$ cat src/rtl/tmr16_pkg.sv
package tmr16_pkg;

    localparam int TMR_CNT_W = 16;
    localparam int TMR_PRE_W = 8;

    typedef enum logic [2:0] {
        MODE_ONESHOT    = 3'd0,
        MODE_PERIODIC   = 3'd1,
        MODE_EDGE_COUNT = 3'd2,
        MODE_EDGE_TIME  = 3'd3,
        MODE_PWM        = 3'd4
    } tmr_mode_e;

    typedef enum logic [1:0] {
        EDGE_RISE = 2'd0,
        EDGE_FALL = 2'd1,
        EDGE_BOTH = 2'd2,
        EDGE_NONE = 2'd3
    } edge_sel_e;

    // Per-mode control bits steering the shared counter core.
    typedef struct packed {
        logic uses_tick;      // counter advances on prescaler ticks
        logic reloads;        // reload from load register instead of reaching zero
        logic raises_timeout; // step to end raises timeout (also the stallable set)
        logic is_oneshot;
        logic is_ecount;
        logic is_etime;
    } mode_dec_t;

    function automatic mode_dec_t decode_mode(input logic [2:0] m);
        mode_dec_t d;
        d = '0;
        case (m)
            MODE_ONESHOT: begin
                d.uses_tick      = 1'b1;
                d.raises_timeout = 1'b1;
                d.is_oneshot     = 1'b1;
            end
            MODE_PERIODIC: begin
                d.uses_tick      = 1'b1;
                d.reloads        = 1'b1;
                d.raises_timeout = 1'b1;
            end
            MODE_EDGE_COUNT: begin
                d.is_ecount = 1'b1;
            end
            MODE_EDGE_TIME: begin
                d.uses_tick = 1'b1;
                d.reloads   = 1'b1;
                d.is_etime  = 1'b1;
            end
            MODE_PWM: begin
                d.uses_tick = 1'b1;
                d.reloads   = 1'b1;
            end
            default: d = '0;
        endcase
        return d;
    endfunction

    function automatic logic edge_qualify(input logic [1:0] sel, input logic cur, input logic prev);
        logic rise;
        logic fall;
        rise = cur & ~prev;
        fall = ~cur & prev;
        case (sel)
            EDGE_RISE: return rise;
            EDGE_FALL: return fall;
            EDGE_BOTH: return rise | fall;
            default:   return 1'b0;
        endcase
    endfunction

endpackage

$ cat src/rtl/tmr_prescaler.sv
module tmr_prescaler #(
    parameter int PRE_W = 8
) (
    input  logic             clk,
    input  logic             rst,
    input  logic             clear,
    input  logic             run,
    input  logic [PRE_W-1:0] limit,
    output logic             tick
);

    logic [PRE_W-1:0] pre_q;

    assign tick = run && (pre_q == limit);

    always_ff @(posedge clk) begin
        if (rst || clear) begin
            pre_q <= '0;
        end else if (run) begin
            pre_q <= tick ? '0 : pre_q + 1'b1;
        end
    end

    // a nonzero divide never yields ticks on back-to-back clocks
    p_tick_gap_r2: assert property (@(posedge clk) disable iff (rst)
        (tick && limit != '0) |=> (!tick || limit == '0));

endmodule

$ cat src/rtl/tmr_edge_detect.sv
module tmr_edge_detect
    import tmr16_pkg::*;
(
    input  logic       clk,
    input  logic       rst,
    input  logic       din,
    input  logic [1:0] sel,
    output logic       edge_hit
);

    logic prev_q;

    always_ff @(posedge clk) begin
        if (rst) begin
            prev_q <= 1'b0;
        end else begin
            prev_q <= din;
        end
    end

    assign edge_hit = edge_qualify(sel, din, prev_q);

    // no qualifying edge while the input is unchanged from the last sample
    p_edge_needs_change_r6: assert property (@(posedge clk) disable iff (rst)
        (din == prev_q) |-> !edge_hit);

endmodule

$ cat src/rtl/tmr_counter.sv
module tmr_counter
    import tmr16_pkg::*;
#(
    parameter int CNT_W = 16
) (
    input  logic             clk,
    input  logic             rst,
    input  logic             enable,
    input  mode_dec_t        dec,
    input  logic             tick,
    input  logic             edge_hit,
    input  logic             stalled,
    input  logic             load_we,
    input  logic [CNT_W-1:0] load_val,
    input  logic [CNT_W-1:0] match_val,
    output logic [CNT_W-1:0] count,
    output logic [CNT_W-1:0] capture,
    output logic             done,
    output logic             timeout_pulse,
    output logic             event_pulse
);

    localparam logic [CNT_W-1:0] ONE = CNT_W'(1);

    logic [CNT_W-1:0] count_q;
    logic [CNT_W-1:0] load_q;
    logic [CNT_W-1:0] capture_q;
    logic             done_q;
    logic [CNT_W-1:0] cnt_dec;
    logic             at_end;
    logic             tick_step;
    logic             ecount_step;
    logic             ecount_hit;
    logic             etime_hit;

    assign cnt_dec     = count_q - ONE;
    assign at_end      = (count_q <= ONE);
    assign tick_step   = enable && dec.uses_tick && tick;
    assign ecount_step = enable && dec.is_ecount && edge_hit;
    assign ecount_hit  = ecount_step && (cnt_dec == match_val);
    assign etime_hit   = enable && dec.is_etime && edge_hit;

    assign timeout_pulse = tick_step && dec.raises_timeout && at_end;
    assign event_pulse   = ecount_hit || etime_hit;

    always_ff @(posedge clk) begin
        if (rst) begin
            count_q   <= '0;
            load_q    <= '0;
            capture_q <= '0;
            done_q    <= 1'b0;
        end else begin
            if (load_we) begin
                load_q <= load_val;
            end
            if (!enable) begin
                done_q <= 1'b0;
                if (load_we) begin
                    count_q <= load_val;
                end else if (done_q) begin
                    count_q <= load_q;
                end
            end else begin
                if (!dec.is_oneshot) begin
                    done_q <= 1'b0;
                end
                if (tick_step) begin
                    if (at_end) begin
                        count_q <= dec.reloads ? load_q : '0;
                        if (dec.is_oneshot) begin
                            done_q <= 1'b1;
                        end
                    end else begin
                        count_q <= cnt_dec;
                    end
                end else if (ecount_step) begin
                    count_q <= ecount_hit ? load_q : cnt_dec;
                end
                if (etime_hit) begin
                    capture_q <= count_q;
                end
            end
        end
    end

    assign count   = count_q;
    assign capture = capture_q;
    assign done    = done_q;

    // a stalled channel keeps its count
    p_stall_hold_r9: assert property (@(posedge clk) disable iff (rst)
        (enable && stalled) |=> $stable(count_q));

    // a finished one-shot stays at zero while enabled
    p_oneshot_hold_r3: assert property (@(posedge clk) disable iff (rst)
        (enable && dec.is_oneshot && done_q) |=> (count_q == '0));

    // an edge away from the match moves the count by exactly one
    p_ecount_step_r5: assert property (@(posedge clk) disable iff (rst)
        (ecount_step && !ecount_hit) |=> (count_q == $past(count_q) - ONE));

    // a capture takes the count held before the edge clock
    p_capture_prev_r7: assert property (@(posedge clk) disable iff (rst)
        etime_hit |=> (capture_q == $past(count_q)));

    // an idle channel without a load strobe keeps its count
    p_idle_hold_r10: assert property (@(posedge clk) disable iff (rst)
        (!enable && !load_we && !done_q) |=> $stable(count_q));

endmodule

$ cat src/rtl/tmr_outputs.sv
module tmr_outputs #(
    parameter int CNT_W = 16
) (
    input  logic             clk,
    input  logic             rst,
    input  logic [CNT_W-1:0] count,
    input  logic [CNT_W-1:0] match_val,
    input  logic             invert,
    input  logic             timeout_pulse,
    input  logic             event_pulse,
    input  logic             clr_timeout,
    input  logic             clr_event,
    output logic             timeout_flag,
    output logic             event_flag,
    output logic             pwm_out
);

    logic to_q;
    logic ev_q;

    always_ff @(posedge clk) begin
        if (rst) begin
            to_q <= 1'b0;
            ev_q <= 1'b0;
        end else begin
            if (timeout_pulse) begin
                to_q <= 1'b1;
            end else if (clr_timeout) begin
                to_q <= 1'b0;
            end
            if (event_pulse) begin
                ev_q <= 1'b1;
            end else if (clr_event) begin
                ev_q <= 1'b0;
            end
        end
    end

    assign timeout_flag = to_q;
    assign event_flag   = ev_q;
    assign pwm_out      = (count >= match_val) ^ invert;

    // set wins over clear
    p_timeout_set_r11: assert property (@(posedge clk) disable iff (rst)
        timeout_pulse |=> timeout_flag);
    p_event_set_r11: assert property (@(posedge clk) disable iff (rst)
        event_pulse |=> event_flag);

    // a lone clear removes the flag
    p_timeout_clr_r11: assert property (@(posedge clk) disable iff (rst)
        (clr_timeout && !timeout_pulse) |=> !timeout_flag);
    p_event_clr_r11: assert property (@(posedge clk) disable iff (rst)
        (clr_event && !event_pulse) |=> !event_flag);

endmodule

$ cat src/rtl/mtimer16.sv
module mtimer16
    import tmr16_pkg::*;
#(
    parameter int CNT_W = TMR_CNT_W,
    parameter int PRE_W = TMR_PRE_W
) (
    input  logic             clk,
    input  logic             rst,
    input  logic             enable,
    input  logic [2:0]       mode,
    input  logic [PRE_W-1:0] prescale,
    input  logic [CNT_W-1:0] load_val,
    input  logic             load_we,
    input  logic [CNT_W-1:0] match_val,
    input  logic [1:0]       edge_sel,
    input  logic             pwm_invert,
    input  logic             stall_en,
    input  logic             dbg_halt,
    input  logic             cap_in,
    input  logic             clr_timeout,
    input  logic             clr_event,
    output logic [CNT_W-1:0] count_val,
    output logic [CNT_W-1:0] capture_val,
    output logic             timeout_flag,
    output logic             event_flag,
    output logic             pwm_out
);

    mode_dec_t dec;
    logic      stalled;
    logic      tick;
    logic      edge_hit;
    logic      done;
    logic      timeout_pulse;
    logic      event_pulse;
    logic      pre_run;

    assign dec     = decode_mode(mode);
    assign stalled = stall_en && dbg_halt && dec.raises_timeout;
    assign pre_run = enable && dec.uses_tick && !stalled && !done;

    tmr_prescaler #(.PRE_W(PRE_W)) u_pre (
        .clk   (clk),
        .rst   (rst),
        .clear (!enable),
        .run   (pre_run),
        .limit (prescale),
        .tick  (tick)
    );

    tmr_edge_detect u_edge (
        .clk      (clk),
        .rst      (rst),
        .din      (cap_in),
        .sel      (edge_sel),
        .edge_hit (edge_hit)
    );

    tmr_counter #(.CNT_W(CNT_W)) u_cnt (
        .clk           (clk),
        .rst           (rst),
        .enable        (enable),
        .dec           (dec),
        .tick          (tick),
        .edge_hit      (edge_hit),
        .stalled       (stalled),
        .load_we       (load_we),
        .load_val      (load_val),
        .match_val     (match_val),
        .count         (count_val),
        .capture       (capture_val),
        .done          (done),
        .timeout_pulse (timeout_pulse),
        .event_pulse   (event_pulse)
    );

    tmr_outputs #(.CNT_W(CNT_W)) u_out (
        .clk           (clk),
        .rst           (rst),
        .count         (count_val),
        .match_val     (match_val),
        .invert        (pwm_invert),
        .timeout_pulse (timeout_pulse),
        .event_pulse   (event_pulse),
        .clr_timeout   (clr_timeout),
        .clr_event     (clr_event),
        .timeout_flag  (timeout_flag),
        .event_flag    (event_flag),
        .pwm_out       (pwm_out)
    );

    // timeouts come only from the two plain timer modes
    p_timeout_src_r4: assert property (@(posedge clk) disable iff (rst)
        timeout_pulse |-> (mode == MODE_ONESHOT || mode == MODE_PERIODIC));

endmodule

$ cat config.mk
export PLATFORM = sky130hd
export DESIGN_NAME = mtimer16
export DESIGN_NICKNAME = d
export VERILOG_FILES = /design/src/rtl/tmr16_pkg.sv /design/src/rtl/tmr_prescaler.sv /design/src/rtl/tmr_edge_detect.sv /design/src/rtl/tmr_counter.sv /design/src/rtl/tmr_outputs.sv /design/src/rtl/mtimer16.sv
export SDC_FILE = /design/constraint.sdc
export NUM_CORES = 1
export LEC_CHECK = 0
export BUFFER_PORTS_ARGS = -buffer_cell sky130_fd_sc_hd__buf_2
export CAP_MARGIN = 5
export CORE_ASPECT_RATIO = 1.2
export CORE_MARGIN = 2
export CORE_UTILIZATION = 45
export CTS_BUF_LIST = sky130_fd_sc_hd__clkbuf_4
export CTS_CLUSTER_DIAMETER = 200
export DETAILED_ROUTE_END_ITERATION = 8
export GPL_TIMING_DRIVEN = 0
export PLACE_DENSITY = 0.66
export RECOVER_POWER = 25
export SLEW_MARGIN = 20
export SYNTH_ARGS = -nofsm -noshare
export SYNTH_HDL_FRONTEND = slang
export SYNTH_SLANG_ARGS = --single-unit
$ cat constraint.sdc
create_clock -name clk -period 3.4 [get_ports clk]
set_clock_uncertainty 0.05 [all_clocks]
set_input_delay 0.34 -clock clk [delete_from_list [all_inputs] [get_ports clk]]
set_output_delay 0.34 -clock clk [all_outputs]
set_load 0.05 [all_outputs]
# == Word-level counts from Yosys, hierarchy flattened ==
# Cells that the tools add are included.
# word_totals
latchBits,0
mem_count,0
out_inout_bits,35
in_bits,55
elab_cells,82
rom_bits,0
mem_bits_rw,0
ff_bits,60
# op_classes
reduce_logical,30
n_mux,24
mul,0
div_mod_pow,0
eq_ne,9
addsub,2
shift,0
magnitude_cmp,2
bitwise_logic,7
# ops
operator,count
two-way mux 16 bit,8
== test 16 bit,1
greater-or-equal comparator 16 bit,1
"<= comparator 16 x 1 -> 1 bit, second input constant",1
"subtractor 16 x 1 -> 16 bit, second input constant",1
logical AND 1 bit,14
two-way mux 1 bit,14
"adder 8 x 1 -> 8 bit, second input constant",1
== test 8 bit,1
two-way mux 8 bit,1
"== test 3 x 2 -> 1 bit, second input constant",2
AND reduction 2 bit,2
nonzero test 2 bit,2
OR reduction 2 bit,2
OR reduction 4 bit,1
"== test 3 x 1 -> 1 bit, second input constant",1
"== test 3 bit, second input constant",1
logical NOT 1 bit,3
logical NOT 3 bit,1
"!= test 3 x 1 -> 1 bit, second input constant",1
inverter 1 bit,3
one-hot mux 1 bit (3 select lines),1
nonzero test 3 bit,1
OR reduction 3 bit,1
other kinds (7),9

# == Logic depth before layout (Yosys ltp) ==
# depth
depth_word,12
ltp_mapped,13

# == Hierarchy ==
# From an unflattened synthesis, not the netlist that was laid out.
# hier_totals
hier_cells,513
area_unflattened_um2,4111.4
# by_module_without_submodules
module,seq_area_each_um2,area_each_um2,n_inst,cells_each
tmr_counter,980.9,3004.1,1,378
tmr_outputs,40.0,473.0,1,65
tmr_prescaler,160.2,460.4,1,51
mtimer16,0.0,95.1,1,10
tmr_edge_detect,20.0,78.8,1,9

# == Worst setup path after synthesis ==
# No wires, ideal clock.
# synth_path
kind,register -> register
startpoint,register u_cnt.count_q[0] (netlist: u_cnt.count[0])
endpoint,register u_cnt.count_q[0] (netlist: u_cnt.count[0])
stages_incl_launch_ff,13
synth_period_minus_slack_ns,3.481
t_arrival_ns,3.328
setup_ns,0.103
setup_slack_ns,-0.081
required_ns,3.247
cell_sequence,dfxtp_1 inv_1 ha_1 clkbuf_1 or4b_2 nor4_1 xnor2_1 o21ai_0 nor4_1 and3_1 buf_4 a21oi_2 a2111oi_2
# synth_between
elab_chain_len,7
# synth_rtl
element,line_no,text
"start, declared",tmr_counter.sv:25,logic [CNT_W-1:0] count_q;
"start signal, assigned",tmr_counter.sv:59,count_q <= load_val;
"start signal, assigned",tmr_counter.sv:61,count_q <= load_q;
"start signal, assigned",tmr_counter.sv:69,count_q <= dec.reloads ? load_q : '0;
subtractor 16 x 1 -> 16 bit,tmr_counter.sv:36,assign cnt_dec = count_q - ONE;
== test 16 bit,tmr_counter.sv:40,assign ecount_hit = ecount_step && (cnt_dec == match_val);
logical AND 1 bit,tmr_counter.sv:40,
two-way mux 16 bit,tmr_counter.sv:77,count_q <= ecount_hit ? load_q : cnt_dec;
two-way mux 16 bit,tmr_counter.sv:76,end else if (ecount_step) begin
two-way mux 16 bit *,tmr_counter.sv:67,if (tick_step) begin
two-way mux 16 bit *,tmr_counter.sv:56,if (!enable) begin
# Mark *: on every way between the ends. The rest lies on a longest branch, timed or not. The select of a mux whose other input is x is not followed.
# A chain may end at the register's enable or synchronous reset.

# == Worst setup path in the final report ==
# layout_path
startpoint,register u_cnt.count_q[2] (netlist: u_cnt.count[2])
endpoint,register u_cnt.count_q[13] (netlist: u_cnt.count[13])
# The elaborated chain is that of the path after synthesis.

==> metrics.txt <==
port bufs=87; clock latency on the worst-skew pair=about 450 ps; yosys warns=0; vias in the first global route=~4,400; RSZ-0062 raised after global routing=no; largest net degree at the start of global routing=20; Vias/cell=5.88; Synth Area in Simple Gates=20.9%; arrival time worst endpoint=3570 ps; Synth top cells by count=nor2_1, dfxtp_1, mux2i_1, a21oi_1, clkbuf_1; Final setup viols=0; Worst IR Drop VDD=between 0.2 and 0.3 mV; Startpoint Class=flop; Row Count=39; Root Buffer=clkbuf_4; status=completed; Crit path required time=3680 ps; Leak=0.00231 uW; hpwl dp=10.8 mm; Avg Inst Size Synth=7.97 um2; CTS Buffer Depth=2; Synth Area in XOR/XNOR=between 8 and 9%; Hold Vio Cnt, Final=0; power density cells=between 400 and 500 mW/mm2; Syn Nets=~630; Post-Synth Adder-Cell Area=5.91%; share of cells above drive strength 1=18.2%; DRC viols=0; Total Routing Usage GR=27.5%; most common cell in the netlist=nor2_1; PnR worst setup slack=between 100 and 150 ps; worst-path cell chain=buf_6 -> or4_1 -> buf_4 -> or3_4 -> xnor2_1 -> o211ai_1 -> nor4b_2 -> and3_1 -> buf_6 -> nor3_1 -> o32ai_1; CTS Sinks=60; Setup CP Type=reg -> reg; mux share of post-synthesis cell area=between 10% and 20%; max incr delay on CP=510 ps; relative slew slack=38.0%; max_cap viols=0; core footprint=0.00956 mm2; Tmin final=3300 ps; Final GP Congestion=0.981; fin nets=approximately 740; Avg WL per Cell=18.2 um; num ports=90; Worst-Margin Slew=930 ps; CP Capture Type=flop; Routed Antenna Nets=0; number of CTS-inserted buffers=9; most used cell, CP=buf_6; clk slew on worst S/H paths=120 ps; Die H=113 um; Core Util, Final=between 50 and 60%; Fin Hold WS=93.3 ps; Post-Syn Instances=558; Unique masters post-synth=66; Syn Std Cell Area=between 0.004 and 0.005 mm2; Antenna diodes=0; share of the synthesized area in the top cell type=27.0%; Area growth, synth to finish=18.8%; first-pass GRT wire length=roughly 23 mm; initial antenna violation count=0; Setup TNS=0 ps; top cells by area, synth=dfxtp_1, mux2i_1, nor2_1; Post-synth EDFFs=0; ys async rst share=0%; CP Max Fanout=10; Peak Freq=0.303 GHz; Vias=4,632; CTS tree=built; slowest CP cell=or4_1; sequential area share after synthesis=27.0%; H-tree depth=3; largest family of logic cells by synthesized area=simple AND/OR/NAND/NOR gates; Initial Util=around 47%; number of iterations in the first detailed-routing pass=5; Min-Delay Path Class=in -> reg; compound-gate portion of the synthesized area=20.7%; Setup WS pre-CTS=-551 ps; Final period util=96.9%; Most used DFF post-synth=dfxtp_1; die width=roughly 95 um; final WL=about 14 mm; flops & latches, synth=60; Iteration-0 DRC Markers=374; gr ovfl total=0; Pins Over Slew Limit=0; Die Area=0.0107 mm2; area leader, netlist=dfxtp_1; # fillers=992
==> power breakdown <==
group	leakage, uW	switching (uW)	internal (uW)
registers	0.000491	49.1	737
logic	0.00175	513	314
clock network	0.0000690	288	213
==> flip-flops by register name, summed over array words and instances, names as in the netlist <==
signal	count
u_cnt.capture	16
u_cnt.count	16
u_cnt.load_q	16
u_pre.pre_q	8
u_cnt.done	1
u_edge.prev_q	1
u_out.event_flag	1
u_out.timeout_flag	1
==> layout make-up <==
class	count	area, um2	share of cell area, %
plain buffers	39	179	3.39
clock buffers	9	67.6	1.28
clock inverters	6	56.3	1.07
inverters	23	88.8	1.68
multi-input cells	433	3060	58.0
flip-flops and latches	60	1200	22.8
well taps	123	154	2.91
repair buffers	95	472	8.93
==> final timing paths <==
kind / slack, ps / end / cells after the start / startpoint
worst max-delay path: 100 / u_cnt.count[13] / 11 / u_cnt.count[2]
worst min-delay path: 90 / u_cnt.load_q[2] / 3 / load_val[2]
worst max register to register: 100 / u_cnt.count[13] / 11 / u_cnt.count[2]
worst min register to register: 450 / u_cnt.capture[1] / 2 / u_cnt.capture[1]
==> kinds of logic after synthesis <==
family          count (synthesis)
simple gates                  181
compound gates                140
buf+inv                        65
flops                          60
mux                            47
xor+xnor                       44
fa+ha+maj                      21
==> stage by stage <==
step           area (um2)  power (uW)  cells
6_report             5290        2110    788
5_1_grt              5290        2220    788
4_1_cts              5250        2090    786
3_5_place_dp         5040        1560    768
3_3_place_gp         5040        1550    768
2_1_floorplan        4450        1350    558
==> critical path, delay by kind of cell (launching register included) <==
family / cells / cell delay [ps]
simple gates: 5 / 1580
compound gates: 2 / 490
flops: 1 / 370
xor+xnor: 1 / 170
buf+inv: 3 / 500
==> layer usage <==
metal | GRT usage [%] | up-vias | part of all wire [%]
met5 | 0 | - | 0
met4 | 10.5 | 0 | 2.7
met3 | 4.73 | 36 | 7.7
met2 | 43.9 | 221 | 46
met1 | 37.0 | 2162 | 44
li1 | - | 2213 | -
==> repair_timing <==
item                       4_1_cts  5_1_grt
resized for setup               11       14
pin swaps                        2        3
cloned                           0        0
hold buffers                     0        0
setup buffers                    5        3
setup endpoints to repair       18       14
==> layout by cell type, fill, tap and decap left out, types with 5 or more instances in the layout <==
cell	Yosys	final
a211o_1	5	5
a211oi_1	8	8
a21o_1	10	10
a21oi_1	39	39
a221oi_1	5	5
and3_1	6	6
buf_2	4	67
buf_4	2	11
clkbuf_1	32	48
clkbuf_4	0	10
dfxtp_1	60	59
ha_1	21	20
inv_1	23	22
mux2i_1	45	45
nand2_1	28	28
nand2b_1	9	9
nand3_1	7	7
nand4_1	8	8
nor2_1	71	70
nor3_1	15	15
o21a_1	6	6
o21ai_0	26	26
o22ai_1	6	6
xnor2_1	21	21
xor2_1	22	22
(Power assumes the default switching activity.)
